$ cat src/rtl/sar_conv_pkg.sv
package sar_conv_pkg;

  // control register field positions
  localparam int CB_START = 0;
  localparam int CB_SRC   = 1;
  localparam int CB_DA    = 2;
  localparam int CB_EXT   = 3;
  localparam int CB_SAR   = 4;
  localparam int CB_ALT   = 5;
  localparam int CTRL_W   = 6;

  typedef enum logic [2:0] {
    MODE_INT_A,
    MODE_INT_B,
    MODE_INT_C,
    MODE_EXT,
    MODE_DA,
    MODE_RSVD
  } conv_mode_e;

  // strobes from the sequencer to the datapath
  typedef struct packed {
    logic init;     // load first trial code
    logic resolve;  // decide current bit, set next
    logic daLoad;   // direct pin write
  } ctl_strobe_t;

  function automatic logic [3:0] modeBits(input logic [CTRL_W-1:0] c);
    return {c[CB_DA], c[CB_EXT], c[CB_SAR], c[CB_ALT]};
  endfunction

  function automatic conv_mode_e decodeMode(input logic [3:0] m);
    conv_mode_e r;
    casez (m)
      4'b0000: r = MODE_INT_A;
      4'b0010: r = MODE_INT_B;
      4'b0011: r = MODE_INT_C;
      4'b010?: r = MODE_EXT;
      4'b1?1?: r = MODE_DA;
      default: r = MODE_RSVD;
    endcase
    return r;
  endfunction

  function automatic logic isInternal(input conv_mode_e m);
    return (m == MODE_INT_A) || (m == MODE_INT_B) || (m == MODE_INT_C);
  endfunction

endpackage

$ cat src/rtl/sar_conv_ctrl.sv
module sar_conv_ctrl
  import sar_conv_pkg::*;
#(
  parameter int BITS = 7,
  localparam int IDXW = (BITS > 1) ? $clog2(BITS) : 1
) (
  input  logic              clk,
  input  logic              rstN,
  input  logic              wrCtrl,
  input  logic              wrResult,
  input  logic [CTRL_W-1:0] ctrlIn,
  input  logic              divReq,
  output logic [CTRL_W-1:0] ctrlQ,
  output ctl_strobe_t       strobe,
  output logic [IDXW-1:0]   stepIdx,
  output logic              convActive,
  output logic              convDone,
  output logic              srcSel
);

  conv_mode_e curMode;
  conv_mode_e newMode;
  logic       swStart;
  logic       hwStart;
  logic       accept;
  logic       lastStep;

  assign curMode  = decodeMode(modeBits(ctrlQ));
  assign newMode  = decodeMode(modeBits(ctrlIn));
  assign swStart  = wrCtrl && ctrlIn[CB_START] && isInternal(newMode);
  assign hwStart  = divReq && isInternal(curMode);
  assign accept   = !convActive && (swStart || hwStart);
  assign lastStep = (stepIdx == '0);

  always_ff @(posedge clk or negedge rstN) begin
    if (!rstN) begin
      ctrlQ <= '0;
    end else if (wrCtrl) begin
      ctrlQ <= ctrlIn;
    end
  end

  always_ff @(posedge clk or negedge rstN) begin
    if (!rstN) begin
      convActive <= 1'b0;
      stepIdx    <= '0;
      convDone   <= 1'b0;
    end else begin
      convDone <= convActive && lastStep;
      if (accept) begin
        convActive <= 1'b1;
        stepIdx    <= IDXW'(BITS - 1);
      end else if (convActive) begin
        if (lastStep) begin
          convActive <= 1'b0;
        end else begin
          stepIdx <= stepIdx - 1'b1;
        end
      end
    end
  end

  always_comb begin
    strobe.init    = accept;
    strobe.resolve = convActive;
    strobe.daLoad  = wrResult && ctrlQ[CB_DA];
  end

  assign srcSel = ctrlQ[CB_SRC] && isInternal(curMode);

endmodule

$ cat src/rtl/sar_conv_dp.sv
module sar_conv_dp
  import sar_conv_pkg::*;
#(
  parameter int BITS = 7,
  localparam int IDXW = (BITS > 1) ? $clog2(BITS) : 1
) (
  input  logic            clk,
  input  logic            rstN,
  input  ctl_strobe_t     strobe,
  input  logic [IDXW-1:0] stepIdx,
  input  logic            cmpIn,
  input  logic [BITS-1:0] daValue,
  output logic [BITS-1:0] sarQ
);

  logic [BITS-1:0] nextSar;
  logic [BITS-1:0] stepSar;

  // per-bit resolve: keep/clear the bit under test, raise the one below
  for (genvar i = 0; i < BITS; i++) begin : g_bit
    always_comb begin
      if (i == int'(stepIdx)) begin
        stepSar[i] = cmpIn;
      end else if (i + 1 == int'(stepIdx)) begin
        stepSar[i] = 1'b1;
      end else begin
        stepSar[i] = sarQ[i];
      end
    end
  end

  always_comb begin
    nextSar = sarQ;
    if (strobe.init) begin
      nextSar = '0;
      nextSar[BITS-1] = 1'b1;
    end else if (strobe.resolve) begin
      nextSar = stepSar;
    end else if (strobe.daLoad) begin
      nextSar = daValue;
    end
  end

  always_ff @(posedge clk or negedge rstN) begin
    if (!rstN) begin
      sarQ <= '0;
    end else begin
      sarQ <= nextSar;
    end
  end

endmodule

$ cat src/rtl/sar_conv_top.sv
module sar_conv_top
  import sar_conv_pkg::*;
#(
  parameter int BITS = 7,
  parameter int DW   = 8,
  localparam int IDXW = (BITS > 1) ? $clog2(BITS) : 1
) (
  input  logic            clk,
  input  logic            rstN,
  input  logic            wrEn,
  input  logic            wrAddr,
  input  logic [DW-1:0]   wrData,
  input  logic            rdAddr,
  output logic [DW-1:0]   rdData,
  input  logic            divReq,
  input  logic            cmpIn,
  output logic            srcSel,
  output logic [BITS-1:0] sarOut,
  output logic            convActive,
  output logic            convDone
);

  logic [CTRL_W-1:0] ctrlQ;
  ctl_strobe_t       strobe;
  logic [IDXW-1:0]   stepIdx;
  logic              wrCtrl;
  logic              wrResult;
  logic              unusedWrBits;

  assign wrCtrl       = wrEn && !wrAddr;
  assign wrResult     = wrEn && wrAddr;
  assign unusedWrBits = ^wrData;

  sar_conv_ctrl #(.BITS(BITS)) u_ctrl (
    .clk        (clk),
    .rstN       (rstN),
    .wrCtrl     (wrCtrl),
    .wrResult   (wrResult),
    .ctrlIn     (wrData[CTRL_W-1:0]),
    .divReq     (divReq),
    .ctrlQ      (ctrlQ),
    .strobe     (strobe),
    .stepIdx    (stepIdx),
    .convActive (convActive),
    .convDone   (convDone),
    .srcSel     (srcSel)
  );

  sar_conv_dp #(.BITS(BITS)) u_dp (
    .clk     (clk),
    .rstN    (rstN),
    .strobe  (strobe),
    .stepIdx (stepIdx),
    .cmpIn   (cmpIn),
    .daValue (wrData[BITS-1:0]),
    .sarQ    (sarOut)
  );

  always_comb begin
    rdData = '0;
    if (rdAddr) begin
      rdData[BITS-1:0] = sarOut;
      rdData[DW-1]     = convActive;
    end else begin
      rdData[CTRL_W-1:0] = ctrlQ;
    end
  end

endmodule

$ cat config.mk
export PLATFORM = sky130hd
export DESIGN_NAME = sar_conv_top
export DESIGN_NICKNAME = d
export VERILOG_FILES = /design/src/rtl/sar_conv_pkg.sv /design/src/rtl/sar_conv_ctrl.sv /design/src/rtl/sar_conv_dp.sv /design/src/rtl/sar_conv_top.sv
export SDC_FILE = /design/constraint.sdc
export NUM_CORES = 1
export LEC_CHECK = 0
export ABC_AREA = 1
export BUFFER_PORTS_ARGS = -buffer_cell sky130_fd_sc_hd__buf_2
export CORE_MARGIN = 4
export CORE_UTILIZATION = 28
export DETAILED_ROUTE_END_ITERATION = 7
export SYNTH_ARGS = -nofsm -noshare
export SYNTH_HDL_FRONTEND = slang
export SYNTH_SLANG_ARGS = --single-unit
$ cat constraint.sdc
create_clock -name clk -period 4 [get_ports clk]
set_input_delay 0.8 -clock clk [delete_from_list [all_inputs] [get_ports clk]]
set_output_delay 0.8 -clock clk [all_outputs]
set_load 0.03 [all_outputs]
==> impl_results.md <==
* Status: complete, no violations
* Antenna cell count at 0
* Hold crit path type: primary input to async pin
* Initial Util at 29.10%
* Pwr/cell area at 756.4 mW/mm^2
* Hpwl dp at 2119 um
* Layout cell share with drive strength beyond 1 at 28.80%
* Setup ws final at 1642 ps
* CTS Hold Bufs at 0
* WP depth at 3
* Kind of critical path: primary input to output port
* Avg Inst Size Synth at 7.613 um^2
* Worst Setup EP: rdData[2]
* Slew at the pin closest to its max-slew limit at 618.6 ps
* CP startpoint: rdAddr
* Vias at 1037
* Worst R2R End: u_ctrl.stepIdx[2]
* Worst hold slack at 470.4 ps
* Max Clock Skew at 1.128 ps
* Synth warn at 0
* Area grow syn2layout at 20.38%
* Crit path top cell by count: buf_2
* Die area at 0.005286 mm^2
* Die Y at 72.71 um
* Required @ worst endpoint at 3200 ps
* Initial antenna violation count at 0
* Hold Violations, Final at 0
* CTS H-Tree Depth at 1
* Place WS at 1636 ps
* Final period util at 58.94%
* Vias/cell at 4.432
* CTS tree: yes
* Residual DRC count at 0
* Yosys reg bits at 18
* CORE AREA at 0.004029 mm^2
* Slowest stage delay, CP at 370 ps
* I/O pin cnt at 33
* Commonest non-fill, non-tap cells in the layout: nand2_1 (52), buf_2 (31), o21ai_0 (20)
* Clk root buf: clkbuf_8
* CP max-delay cell: mux2_2
* Register area share after synthesis at 38.42%
* First-pass GRT wire length at 4505 um
* Most common cell after layout, fill and taps aside: nand2_1
* Worst Path Buf+Inv at 2
* PortBufs at 31
* Critical Path AT at 1560 ps
* Later-pin clock latency in the skew report at 250 ps
* Vias in the first global route at 987
* Routed Antenna Nets at 0
* R2r setup slk at 2460 ps
* Final setup violation count at 0
* DRT iter0 DRCs at 29
* Drt first pass iters at 4
* Fmax at 424.2 MHz
* Per-cell routed wire length at 11.04 um
* Sink Count at 18
* MaxCap Viol Count at 0
* Synthesized instance count at 154
* Distinct cells, synth at 23
* Final wirelength at 2584 um
* GRT Overall Usage at 11.05%
* Cell family with most CP delay: buffers and inverters
* Crit-path max FO at 10
* Worst-path clk slew at 70 ps
* Post-CTS resize count at 0
* Die W at 72.71 um
* GRT Residual Overflow at 0
* Cts bufs inserted at 3
* RSZ-0062 raised after global routing: false
* Max-slew violation count at 0
* Net count after synthesis at 175
* Fillers at 458
* CP endpoint kind: output port
* Post-synthesis instance area at 0.001172 mm^2
* Minimum clock period at 2358 ps
* Reg-to-Reg Start: u_ctrl.stepIdx[1]
* FP Rows at 23
* Longest Clk Path Bufs at 2
* Peak VDD IR at 0.0002477 V
* Rel. slew slack at 58.76%
* Largest net degree at the start of global routing at 25
* Crit-path cells: buf_2 > mux2_2 > buf_2
* Cells on worst reg2reg path at 7
* Final TNS setup at 0 ps
* Post-CTS setup buffer count at 0
* GPL Wtd Cong at 0.7773
* Leakage power at 0.7755 nW
* Fin nets at 206
* Startpoint Class: primary input
[power breakdown]
part           total [mW]  leakage (nW)  internal, mW  switching (mW)
Sequential          0.334         0.220         0.252          0.0821
Combinational       0.586         0.527         0.199           0.386
Clock               0.148        0.0288        0.0874          0.0610
[cell families (layout without fill, tap and decap cells)]
kind of cell / count (synthesis) / after routing / share of synthesized area [%]
AO/OA/AOI/OAI: 26 / 26 / 11.74
adder cells (fa/ha/maj): 6 / 6 / 6.403
buffers and inverters: 23 / 53 / 8.644
flip-flops: 18 / 18 / 38.42
multiplexers: 4 / 4 / 3.842
AND/OR/NAND/NOR: 77 / 77 / 30.95
[final cells by class]
cell class	instances	area [um^2]	share of cell area, %
Tap cell	50	62.56	4.433
Timing Repair Buffer	31	155.1	10.99
Clock buffer	4	55.05	3.901
Multi-Input combinational cell	113	620.6	43.97
Sequential cell	18	450.4	31.91
Inverter	18	67.56	4.787
[worst min path at each step]
| stage | depth (start not counted) | start | end | slack, ps |
|---|---|---|---|---|
| floorplan | 2 | u_ctrl.ctrlQ[0] | u_ctrl.ctrlQ[0] | 440 |
| global placement | 2 | u_ctrl.ctrlQ[1] | u_ctrl.ctrlQ[1] | 470 |
| detailed placement | 2 | u_ctrl.ctrlQ[1] | u_ctrl.ctrlQ[1] | 470 |
| CTS | 1 | rstN | u_ctrl.ctrlQ[3] | 480 |
| global route | 1 | rstN | u_ctrl.ctrlQ[0] | 500 |
| finish | 1 | rstN | u_ctrl.ctrlQ[0] | 470 |
[layer usage]
metal | share of wire, % | vias up | GRT usage [%]
met4 | 0.85 | 0 | 3.689
li1 | - | 561 | -
met5 | 0 | - | 0
met2 | 49 | 15 | 18.54
met1 | 45 | 459 | 13.73
met3 | 4.8 | 2 | 2.893
[metrics by stage]
step,util [%],cells,cell area (um^2),total power [mW]
CTS,35.03,234,1411,1.086
detailed placement,33.66,230,1356,0.9321
global route,35.03,234,1411,1.179
finish,35.03,234,1411,1.068
floorplan,-,154,1172,0.8027
global placement,33.66,230,1356,0.9284
[sequential cells by signal, indices dropped and copies added, names as in the netlist]
signal / count
u_ctrl.ctrlQ: 6
u_dp.sarQ: 7
u_ctrl.stepIdx: 3
u_ctrl.convDone: 1
u_ctrl.convActive: 1
[cells in the mapped netlist]
library cell,n,share of area [%]
o21a_1,1,0.64
nand2_2,2,1.1
mux2_2,4,3.8
nand2_1,52,17
ha_1,6,6.4
nand2_4,2,1.9
o21ai_2,1,0.75
a21oi_1,1,0.43
o21ai_0,20,8.5
clkbuf_1,1,0.32
inv_1,13,4.2
buf_8,1,1.3
buf_2,3,1.3
nor2_2,1,0.53
dfrtp_1,18,38
nand4_1,6,3.2
nor2_1,6,1.9
o21ai_1,2,0.85
inv_2,5,1.6
o22ai_1,1,0.53
nand4_4,1,1.8
nand3_2,2,1.7
nand3_1,5,2.1
Note: power is estimated with default switching activity, not from simulation.
